<file path="config.mk">
export PLATFORM = sky130hd
export DESIGN_NAME = uart_regfile
export DESIGN_NICKNAME = d
export VERILOG_FILES = /design/src/rtl/uart_regs_pkg.sv /design/src/rtl/uart_addr_decode.sv /design/src/rtl/uart_tx_handoff.sv /design/src/rtl/uart_read_mux.sv /design/src/rtl/uart_regfile.sv
export SDC_FILE = /design/constraint.sdc
export NUM_CORES = 1
export LEC_CHECK = 0
export ABC_AREA = 1
export BUFFER_PORTS_ARGS = -buffer_cell sky130_fd_sc_hd__buf_4
export CAP_MARGIN = 30
export CORE_MARGIN = 2
export CORE_UTILIZATION = 53
export DETAILED_ROUTE_END_ITERATION = 8
export PLACE_DENSITY = 0.8
export SYNTH_ARGS = -nofsm -noshare
export SYNTH_HDL_FRONTEND = slang
export SYNTH_SLANG_ARGS = --single-unit
</file>
<file path="constraint.sdc">
create_clock -name clk -period 1.8 [get_ports clk]
set_clock_uncertainty 0.15 [all_clocks]
set_input_delay 0.27 -clock clk [delete_from_list [all_inputs] [get_ports clk]]
set_output_delay 0.27 -clock clk [all_outputs]
set_load 0.01 [all_outputs]
</file>
<file path="src/rtl/uart_regs_pkg.sv">
// Package: register indices, bit positions and codes shared by the UART
// register front end. Assumes word-spaced registers, index = byte addr / 4.
package uart_regs_pkg;
    localparam int REG_W    = 8;
    localparam int NUM_REGS = 8;

    // Word indices (byte offset / 4); software decodes these
    localparam int IDX_DATA = 0;  // receive buffer on read, transmit holding on write
    localparam int IDX_IEN  = 1;
    localparam int IDX_IID  = 2;
    localparam int IDX_LCTL = 3;
    localparam int IDX_MCTL = 4;
    localparam int IDX_LSTS = 5;
    localparam int IDX_MSTS = 6;
    localparam int IDX_DIVR = 7;

    // Bit positions
    localparam int IEN_RX_BIT  = 0;
    localparam int IEN_TX_BIT  = 1;
    localparam int LSTS_RX_BIT = 0;
    localparam int LSTS_TX_BIT = 5;
    localparam int IID_TX_BIT  = 1;

    // Identification codes
    localparam logic [REG_W-1:0] CODE_TX_READY = 8'h02;
    localparam logic [REG_W-1:0] CODE_RX_READY = 8'h04;
    localparam logic [REG_W-1:0] LSTS_RESET    = 8'h20;

    // Character mask for a word-length code: 5 + code bits kept
    function automatic logic [REG_W-1:0] char_mask(input logic [1:0] wls);
        logic [REG_W-1:0] m;
        m = '0;
        for (int i = 0; i < REG_W; i++) begin
            if (i < 5 + int'(wls)) m[i] = 1'b1;
        end
        return m;
    endfunction
endpackage

</file>
<file path="src/rtl/uart_addr_decode.sv">
// Module: uart_addr_decode
// Turns a byte address and byte enables into one-hot read/write hits and
// flags illegal accesses. Assumes strobes are one cycle wide.
module uart_addr_decode #(
    parameter int ADDR_W   = 8,
    parameter int BE_W     = 4,
    parameter int NUM_REGS = 8
) (
    input  logic                wr_stb,
    input  logic                rd_stb,
    input  logic [ADDR_W-1:0]   addr,
    input  logic [BE_W-1:0]     byte_en,
    output logic [NUM_REGS-1:0] wr_hit,
    output logic [NUM_REGS-1:0] rd_hit,
    output logic                access_err
);
    localparam int IDX_W = ADDR_W - 2;

    logic [IDX_W-1:0] word_idx;
    logic             legal;

    // Legality: full word, aligned, inside the map
    always_comb begin
        word_idx = addr[ADDR_W-1:2];
        legal    = (byte_en == {BE_W{1'b1}}) && (addr[1:0] == 2'b00)
                   && (int'(word_idx) < NUM_REGS);
        access_err = (wr_stb || rd_stb) && !legal;
    end

    // One hit line per register
    for (genvar g = 0; g < NUM_REGS; g++) begin : g_hit
        assign wr_hit[g] = wr_stb && legal && (int'(word_idx) == g);
        assign rd_hit[g] = rd_stb && legal && (int'(word_idx) == g);
    end
endmodule

</file>
<file path="src/rtl/uart_tx_handoff.sv">
// Module: uart_tx_handoff
// Holds the transmit-pending flag and presents the masked character to the
// serializer until acknowledged. Assumes load and ack may coincide; load wins.
module uart_tx_handoff
    import uart_regs_pkg::*;
(
    input  logic             clk,
    input  logic             rst_n,
    input  logic             load,
    input  logic [REG_W-1:0] thr,
    input  logic [1:0]       wls,
    input  logic             tx_ack,
    output logic             tx_valid,
    output logic [REG_W-1:0] tx_data,
    output logic             done
);
    logic             pending;
    logic [REG_W-1:0] mask;

    // Pending flag: set by a load, cleared by the acknowledge
    always_ff @(posedge clk) begin
        if (!rst_n)           pending <= 1'b0;
        else if (load)        pending <= 1'b1;
        else if (tx_ack)      pending <= 1'b0;
    end

    // Masked character and completion strobe
    always_comb begin
        mask     = char_mask(wls);
        tx_valid = pending;
        tx_data  = thr & mask;
        done     = pending && tx_ack;
    end

    // an offered character stays offered until taken
    p_hold_r2: assert property (@(posedge clk) disable iff (!rst_n)
        tx_valid && !tx_ack |=> tx_valid);

    // no bit above the word length leaves the block
    p_mask_r3: assert property (@(posedge clk) disable iff (!rst_n)
        tx_valid && wls == 2'd0 |-> tx_data[REG_W-1:5] == '0);
endmodule

</file>
<file path="src/rtl/uart_read_mux.sv">
// Module: uart_read_mux
// Registered read port: selects the hit register, zero-extends it, and
// returns zero on a faulted read. Holds its value between reads.
module uart_read_mux #(
    parameter int NUM_REGS = 8,
    parameter int REG_W    = 8,
    parameter int DATA_W   = 32
) (
    input  logic                           clk,
    input  logic                           rst_n,
    input  logic                           rd_stb,
    input  logic                           access_err,
    input  logic [NUM_REGS-1:0]            rd_hit,
    input  logic [NUM_REGS-1:0][REG_W-1:0] regs_in,
    output logic [DATA_W-1:0]              rdata
);
    logic [REG_W-1:0] sel;

    // AND-OR select over one-hot hits
    always_comb begin
        sel = '0;
        for (int i = 0; i < NUM_REGS; i++) begin
            if (rd_hit[i]) sel = sel | regs_in[i];
        end
    end

    // Capture on a read strobe only
    always_ff @(posedge clk) begin
        if (!rst_n)      rdata <= '0;
        else if (rd_stb) rdata <= access_err ? '0 : {{(DATA_W-REG_W){1'b0}}, sel};
    end

    // upper bits never carry data
    p_upper_zero_r8: assert property (@(posedge clk) disable iff (!rst_n)
        rd_stb |=> rdata[DATA_W-1:REG_W] == '0);

    // the port holds between reads
    p_hold_rdata_r10: assert property (@(posedge clk) disable iff (!rst_n)
        !rd_stb |=> $stable(rdata));
endmodule

</file>
<file path="src/rtl/uart_regfile.sv">
// Module: uart_regfile
// Register and interrupt front end of a UART. Holds the nine byte registers,
// tracks transmit-empty and receive-ready, drives one interrupt line.
// Assumes same-cycle updates apply as: completion, receive-buffer read clear,
// received byte, then bus write (last one wins on a shared field).
module uart_regfile
    import uart_regs_pkg::*;
#(
    parameter int ADDR_W = 8,
    parameter int DATA_W = 32
) (
    input  logic              clk,
    input  logic              rst_n,
    input  logic              wr_stb,
    input  logic              rd_stb,
    input  logic [ADDR_W-1:0] addr,
    input  logic [3:0]        byte_en,
    input  logic [DATA_W-1:0] wdata,
    output logic [DATA_W-1:0] rdata,
    output logic              bus_err,
    output logic              tx_valid,
    output logic [REG_W-1:0]  tx_data,
    input  logic              tx_ack,
    input  logic              rx_valid,
    input  logic [REG_W-1:0]  rx_data,
    output logic              irq
);
    localparam int BE_W = DATA_W / 8;

    logic [NUM_REGS-1:0]            wr_hit, rd_hit;
    logic                           access_err;
    logic [REG_W-1:0]               rbr, thr, ien, iid, lctl, mctl, lsts, msts, divr;
    logic [REG_W-1:0]               wbyte;
    logic                           tx_done;
    logic [NUM_REGS-1:0][REG_W-1:0] rd_view;

    uart_addr_decode #(.ADDR_W(ADDR_W), .BE_W(BE_W), .NUM_REGS(NUM_REGS)) u_dec (
        .wr_stb(wr_stb), .rd_stb(rd_stb), .addr(addr), .byte_en(byte_en),
        .wr_hit(wr_hit), .rd_hit(rd_hit), .access_err(access_err));

    uart_tx_handoff u_tx (
        .clk(clk), .rst_n(rst_n), .load(wr_hit[IDX_DATA]), .thr(thr),
        .wls(lctl[1:0]), .tx_ack(tx_ack), .tx_valid(tx_valid),
        .tx_data(tx_data), .done(tx_done));

    // Read view: receive buffer shares word 0 with the holding register
    always_comb begin
        wbyte              = wdata[REG_W-1:0];
        rd_view[IDX_DATA]  = rbr;
        rd_view[IDX_IEN]   = ien;
        rd_view[IDX_IID]   = iid;
        rd_view[IDX_LCTL]  = lctl;
        rd_view[IDX_MCTL]  = mctl;
        rd_view[IDX_LSTS]  = lsts;
        rd_view[IDX_MSTS]  = msts;
        rd_view[IDX_DIVR]  = divr;
    end

    uart_read_mux #(.NUM_REGS(NUM_REGS), .REG_W(REG_W), .DATA_W(DATA_W)) u_rd (
        .clk(clk), .rst_n(rst_n), .rd_stb(rd_stb), .access_err(access_err),
        .rd_hit(rd_hit), .regs_in(rd_view), .rdata(rdata));

    // Error pulse one cycle after an illegal access
    always_ff @(posedge clk) begin
        if (!rst_n) bus_err <= 1'b0;
        else        bus_err <= access_err;
    end

    // Register state, status flags and interrupt line
    always_ff @(posedge clk) begin
        if (!rst_n) begin
            rbr <= '0; thr <= '0; ien <= '0; iid <= '0; lctl <= '0;
            mctl <= '0; lsts <= LSTS_RESET; msts <= '0; divr <= '0;
            irq <= 1'b0;
        end else begin
            if (tx_done) begin
                lsts[LSTS_TX_BIT] <= 1'b1;
                iid               <= CODE_TX_READY;
                if (ien[IEN_TX_BIT]) irq <= 1'b1;
            end
            if (rd_hit[IDX_DATA]) lsts[LSTS_RX_BIT] <= 1'b0;
            if (rx_valid) begin
                rbr               <= rx_data;
                lsts[LSTS_RX_BIT] <= 1'b1;
                if (ien[IEN_RX_BIT]) begin
                    iid <= CODE_RX_READY;
                    irq <= 1'b1;
                end
            end
            if (wr_hit[IDX_DATA]) begin
                thr               <= wbyte;
                lsts[LSTS_TX_BIT] <= 1'b0;
                iid[IID_TX_BIT]   <= 1'b0;
            end
            if (wr_hit[IDX_IEN]) begin
                ien <= wbyte;
                if (wbyte[IEN_TX_BIT] && lsts[LSTS_TX_BIT]) begin
                    iid[IID_TX_BIT] <= 1'b1;
                    irq             <= 1'b1;
                end else if (!wbyte[IEN_TX_BIT]) begin
                    irq <= 1'b0;
                end
            end
            if (wr_hit[IDX_IID])  iid  <= wbyte;
            if (wr_hit[IDX_LCTL]) lctl <= wbyte;
            if (wr_hit[IDX_MCTL]) mctl <= wbyte;
            if (wr_hit[IDX_LSTS]) lsts <= wbyte;
            if (wr_hit[IDX_MSTS]) msts <= wbyte;
            if (wr_hit[IDX_DIVR]) divr <= wbyte;
        end
    end

    // a holding write empties the status and starts the hand-off
    p_thr_write_r2: assert property (@(posedge clk) disable iff (!rst_n)
        wr_hit[IDX_DATA] |=> !lsts[LSTS_TX_BIT] && !iid[IID_TX_BIT] && tx_valid);

    // completion restores the empty flag and the ready code
    p_done_status_r4: assert property (@(posedge clk) disable iff (!rst_n)
        tx_valid && tx_ack && !wr_stb |=> lsts[LSTS_TX_BIT] && iid == CODE_TX_READY && !tx_valid);

    // completion interrupts when enabled
    p_done_irq_r4: assert property (@(posedge clk) disable iff (!rst_n)
        tx_valid && tx_ack && !wr_stb && ien[IEN_TX_BIT] |=> irq);

    // enabling with an empty holding register interrupts at once
    p_ien_on_r5: assert property (@(posedge clk) disable iff (!rst_n)
        wr_hit[IDX_IEN] && wdata[IEN_TX_BIT] && lsts[LSTS_TX_BIT] |=> irq);

    // clearing the transmit enable drops the line
    p_ien_off_r5: assert property (@(posedge clk) disable iff (!rst_n)
        wr_hit[IDX_IEN] && !wdata[IEN_TX_BIT] |=> !irq);

    // a received byte is captured and flagged
    p_rx_ready_r6: assert property (@(posedge clk) disable iff (!rst_n)
        rx_valid && !wr_hit[IDX_LSTS] |=> lsts[LSTS_RX_BIT] && rbr == $past(rx_data));

    // reading the receive buffer clears the ready flag
    p_rx_clear_r7: assert property (@(posedge clk) disable iff (!rst_n)
        rd_hit[IDX_DATA] && !rx_valid && !wr_stb |=> !lsts[LSTS_RX_BIT]);

    // an illegal access reports and leaves state alone
    p_err_no_effect_r9: assert property (@(posedge clk) disable iff (!rst_n)
        access_err |=> bus_err && $stable(ien) && $stable(lctl) && $stable(divr) && $stable(mctl));
endmodule

</file>
==> results.cfg, run 1 <==
[setup_path]
path_class = input port to flip-flop
cp-end-kind = flip-flop
cp.required_ns = 1.91
crit_path_start = rd_stb
critPathBufInv = 4
path_cells = dlygate4sd3_1, buf_4, clkinv_1, nor2_1, buf_4, nand2_1, nand2_1, a21oi_1
rr_startpoint = msts[3]$_SDFFE_PN0P_
ff2ff_setup_slack_ns = 0.61
cp.arrival_ns = 1.64
slowest_stage = dlygate4sd3_1
slowest_delay_ns = 0.54
rr_endpoint = u_rd.rdata[3]$_SDFFE_PN0P_
critPathTopFamily = buffers and inverters
cp_max_fo = 9
startpoint_type = input port
r2r_cells = 6

[final_layout]
diodes = 0
fin_area_um2 = 4740
area_growth_syn_to_layout_pct = 17.7
layout.nets = 698
drive_above_1_share_pct = 17.5

[worst_hold_path]
min_path_type = input port to flip-flop
worstHoldStart = rx_data[0]
hold-path-endpoint = rbr[0]$_SDFFE_PN0P_
hold_depth = 3

[sta]
fmax_mhz = 653
final.period_utilization_pct = 85.1
hold_viol_final = 0
grt_setup_unrepaired = false
finalSetupViolations = 0
finalMaxSlewViolations = 0
min_period_ns = 1.53
tns_ns = 0

[die]
pin_count = 101
initial_core_util_pct = 55.3
dieArea_um2 = 8310
die_w_um = 91.2
row_count = 31
die_h_um = 91.2
core_area_um2 = 7290

[synth]
synth-main-ff-cell = dfxtp_1
ys_types = 24
synthTopCellsByArea = dfxtp_1 41%, nor2_1 14%, o21ai_0 7.7%, nand2_1 7.2%, nand4_1 6.4%
avgSynthCellArea_um2 = 6.93
ys_warn_count = 0
synth_edf_count = 0
synth_top_area_share_pct = 41.2
synth.largest_area_cell = dfxtp_1
synth-seq-cells = 83
synth_area_um2 = 4030
synthMostInstantiatedCell = nor2_1
synthTopCellsByCount = 152 x nor2_1, 83 x dfxtp_1, 77 x nand2_1
netlist_instances = 581
synthArstFlopShare_pct = 0
ys_seq_area_share_pct = 41.2

[placed_design]
placed_area_um2 = 4490
dp_hpwl_um = 7350
numPortBuffers = 52
routabilityCongestion = 0.839

[detailed_routing]
first_pass_iters = 5
drtIter0Drc = 344
dr_total_vias = 4023
wl_per_cell_um = 14.3
wl_um = 10600
drc_errors = 0
viasPerCell = 5.41
antenna_left = 0

[power_and_ir_drop]
cellPowerDensity_nw_per_um2 = 722
p_leak_nw = 2.20
ir_drop_mv = 0.512

[clocking]
cts_tree = yes
root_buffer = clkbuf_8
cts-resized-gates = 0
path_clk_slew_ns = 0.08
cts_buffers = 9
cts.sinks = 83
clk_latency_ns = 0.37
cts_max_level = 3
clk_path_buf_depth = 2

[run]
drv_cap = 0

[grt]
grt_pass1_wl_um = 17700
grt_remaining_overflow = 0
grt_max_degree = 46
grt_pass1_vias = 3688
grt_usage_pct = 26.5
antenna_found_initial = 0

[status]
outcome = completed
[logic make-up (layout without fill, tap and decap cells)]
kind of cell / count (synthesis) / after routing / share of synthesized area (%)
AND/OR/NAND/NOR: 322 / 322 / 35.9
buffers and inverters: 80 / 121 / 10.7
other: 1 / 24 / 0.0931
flip-flops: 83 / 83 / 41.2
AO/OA/AOI/OAI: 95 / 95 / 12.0
[layer usage]
| layer | routed length [um] | GRT usage [%] |
|---|---|---|
| met4 | 427 | 12.2 |
| met3 | 822 | 5.81 |
| met2 | 4690 | 41.2 |
| met5 | 0 | 0 |
| met1 | 4660 | 35.2 |
[layout by cell type (no fill, tap or decap)]
| cell | netlist | layout |
|---|---|---|
| nor2_1 | 152 | 151 |
| dfxtp_1 | 83 | 83 |
| nand2_1 | 77 | 77 |
| buf_4 | 30 | 65 |
| o21ai_0 | 62 | 62 |
| nand4_1 | 41 | 41 |
| nand3_1 | 31 | 31 |
| conb_1 | 1 | 24 |
| a21oi_1 | 19 | 19 |
| inv_1 | 17 | 17 |
| o21ai_1 | 11 | 11 |
| clkbuf_8 | 0 | 11 |
| nor2_4 | 8 | 9 |
| inv_2 | 8 | 8 |
| dlygate4sd3_1 | 0 | 7 |
| nand2_2 | 6 | 6 |
| nor2_2 | 5 | 5 |
| clkinv_1 | 4 | 4 |
| buf_12 | 0 | 4 |
| clkinv_2 | 0 | 2 |
| clkinvlp_4 | 0 | 2 |
| o21a_1 | 1 | 1 |
| and3_1 | 1 | 1 |
| nand2_4 | 1 | 1 |
| a211oi_1 | 1 | 1 |
| o211ai_1 | 1 | 1 |
| clkbuf_1 | 10 | 1 |
[power breakdown]
part | switching (mW) | internal (mW)
sequential | 0.00795 | 1.85
clock | 0.666 | 0.572
combinational | 0.206 | 0.119
total | 0.880 | 2.54
[tightest hold or removal path: cells and delay by family]
kind,cells,cell delay [ns]
buffers and inverters,1,0.08
AND/OR/NAND/NOR,2,0.13
[timing repair]
action,CTS,global route
hold buffers,7,0
buffers inserted,0,0
hold endpoints to repair,7,0
endpoints found under the setup margin,0,0
[layout make-up]
cell class	count	area (um2)
clock buffer	12	155
multi-input combinational	441	2030
sequential	83	1660
tap	99	124
timing repair buffer	76	638
clock inverter	4	25.0
fill	647	2550
inverter	29	109
[worst max-delay path by stage]
stage / endpoint / slack (ns) / depth (start not counted)
2_1_floorplan: divr[2]$_SDFFE_PN0P_ / 0.31 / 9
3_3_place_gp: thr[1]$_SDFFE_PN0P_ / 0.13 / 10
3_5_place_dp: thr[2]$_SDFFE_PN0P_ / 0.06 / 10
4_1_cts: lsts[0]$_SDFFE_PN0P_ / 0.29 / 8
5_1_grt: u_rd.rdata[2]$_SDFFE_PN0P_ / 0.11 / 7
6_report: lsts[0]$_SDFFE_PN0P_ / 0.27 / 8
[stage by stage]
| stage | setup WS, ns | hold slack (ns) | power [mW] | utilization (%) | std cells |
|---|---|---|---|---|---|
| after floorplan | 0.305 | 0.214 | 2.10 | - | 604 |
| after global placement | 0.134 | 0.308 | 2.20 | 61.6 | 721 |
| after detailed placement | 0.0630 | 0.308 | 2.21 | 61.6 | 721 |
| after CTS | 0.293 | 0.00427 | 3.42 | 65.0 | 744 |
| after global routing | 0.108 | 0.0140 | 3.53 | 65.0 | 744 |
| final | 0.268 | 0.00473 | 3.42 | 65.0 | 744 |
Power figures use the tool's default switching activity.
==> inputs of run 2 (changes only) <==
Settings changed: CELL_PAD_IN_SITES_DETAIL_PLACEMENT set to 0, CELL_PAD_IN_SITES_GLOBAL_PLACEMENT set to 1, CORE_UTILIZATION 53 to 37, PLACE_DENSITY 0.8 to not set, PLACE_DENSITY_LB_ADDON set to 0.1.
==> results.cfg, run 2 (synthesis gave the netlist of run 1 again) <==
[setup_path]
cp-end-kind = flip-flop
path_class = input port to flip-flop
startpoint_type = input port
cp.arrival_ns = 1.70
rr_startpoint = u_tx.tx_valid$_SDFFE_PN0P_
cp_max_fo = 9
ff2ff_setup_slack_ns = 0.59
r2r_cells = 6
rr_endpoint = iid[1]$_SDFF_PN0_
cp.required_ns = 1.94

[final_layout]
drive_above_1_share_pct = 17.6
layout.cells.non_filler = 788
finalCoreUtilization_pct = 44.9
fillCellCount = 1175
regArea_um2 = 1660
layout.nets = 701
diodes = 0
mostFrequentLayoutCells = 151 x nor2_1, 83 x dfxtp_1, 77 x nand2_1, 66 x buf_4, 62 x o21ai_0
multi_input_area_um2 = 2030
area_growth_syn_to_layout_pct = 19.6
final_common_cell = nor2_1

[detailed_routing]
viasPerCell = 4.97
drtIter0Drc = 216
dr_total_vias = 3919
first_pass_iters = 5
wl_um = 11900
drc_errors = 0
wl_per_cell_um = 15.1
antenna_left = 0

[placed_design]
numPortBuffers = 52
routabilityCongestion = 0.781
dp_cells = 763
dp_hpwl_um = 8300

[status]
outcome = completed

[power_and_ir_drop]
internal_power_mw = 2.55
combPwrFrac_pct = 9.7
ir_drop_mv = 0.421
swShare_pct = 26.5
p_seq_share_pct = 53.6
power_switching_mw = 0.918
clock_power_share_pct = 36.6
p_leak_nw = 2.22
cellPowerDensity_nw_per_um2 = 719

[die]
row_count = 38
dieArea_um2 = 11700
initial_core_util_pct = 37.5
pin_count = 101
die_h_um = 108
core_area_um2 = 10700
die_w_um = 108

[sta]
min_period_ns = 1.56
hold_viol_final = 0
fmax_mhz = 643
grt_setup_unrepaired = false
finalSetupViolations = 0
holdWs_ns = 0.0122
finalMaxSlewViolations = 0
final.period_utilization_pct = 86.5
tns_ns = 0

[grt]
grt_usage_pct = 21.3
grt_max_degree = 39
grt_pass1_vias = 3593
antenna_found_initial = 0
grt_remaining_overflow = 0
grt_pass1_wl_um = 18900

[worst_hold_path]
min_path_type = input port to flip-flop
hold_depth = 3
hold-path-endpoint = rbr[2]$_SDFFE_PN0P_
worstHoldStart = rx_data[2]

[clocking]
cts.sinks = 83
clk_latency_ns = 0.37
cts_tree = yes
clk_path_buf_depth = 2
post_cts_buffers = 0
root_buffer = clkbuf_8
cts_buffers = 9
path_clk_slew_ns = 0.09
cts_max_level = 3

[run]
drv_cap = 0
run 2: changes by cell type in the layout (fill, tap and decap cells not counted):
cell | previous run | this run
dlygate4sd3_1 | 7 | 9
buf_4 | 65 | 66
run 2: worst max path at each step:
stage | start | to | slack [ns] | depth (start not counted)
final | rd_stb | u_rd.rdata[4]$_SDFFE_PN0P_ | 0.24 | 7
after floorplan | addr[7] | divr[2]$_SDFFE_PN0P_ | 0.31 | 9
after global placement | addr[1] | thr[2]$_SDFFE_PN0P_ | 0.07 | 10
after CTS | rd_stb | u_rd.rdata[4]$_SDFFE_PN0P_ | 0.24 | 7
after global routing | rd_stb | u_rd.rdata[6]$_SDFFE_PN0P_ | 0.1 | 7
after detailed placement | addr[1] | thr[0]$_SDFFE_PN0P_ | 0.02 | 10
run 2: critical path, stage by stage:
cell	delay, ns
dlygate4sd3_1	0.53
buf_4	0.11
clkinv_1	0.20
nor2_1	0.24
buf_4	0.18
nand2_1	0.06
a21oi_1	0.11
run 2: layout make-up:
class	instances	share of cell area, %
Clock inverter	4	0.519
Sequential cell	83	34.5
Tap cell	140	3.63
Clock buffer	12	3.22
Timing Repair Buffer	79	13.8
Inverter	29	2.26
Multi-Input combinational cell	441	42.1
run 2: metal layers:
layer | up-vias | global-route usage, % | wire length, um
li1 | 1988 | - | -
met5 | - | 0 | 0
met2 | 127 | 33.3 | 5270
met1 | 1789 | 29.4 | 5730
met3 | 15 | 2.95 | 635
met4 | 0 | 9.07 | 284
run 2: power groups by stage:
stage,combinational [mW],sequential [mW],clock [mW]
2_1_floorplan,0.195,1.90,0
6_report,0.337,1.86,1.27
5_1_grt,0.369,1.86,1.37
3_3_place_gp,0.318,1.90,0
3_5_place_dp,0.319,1.90,0
4_1_cts,0.336,1.86,1.29
run 2: through the flow:
| step | worst slack, ns | area (um2) | total power, mW |
|---|---|---|---|
| 2_1_floorplan | 0.305 | 4120 | 2.10 |
| 3_3_place_gp | 0.0700 | 4550 | 2.22 |
| 3_5_place_dp | 0.0197 | 4550 | 2.22 |
| 4_1_cts | 0.239 | 4820 | 3.49 |
| 5_1_grt | 0.0959 | 4820 | 3.60 |
| 6_report | 0.244 | 4820 | 3.46 |
run 2: repair_timing:
action	4_1_cts	5_1_grt
hold endpoints to repair	9	0
hold buffers	9	0
gates resized for setup	0	0
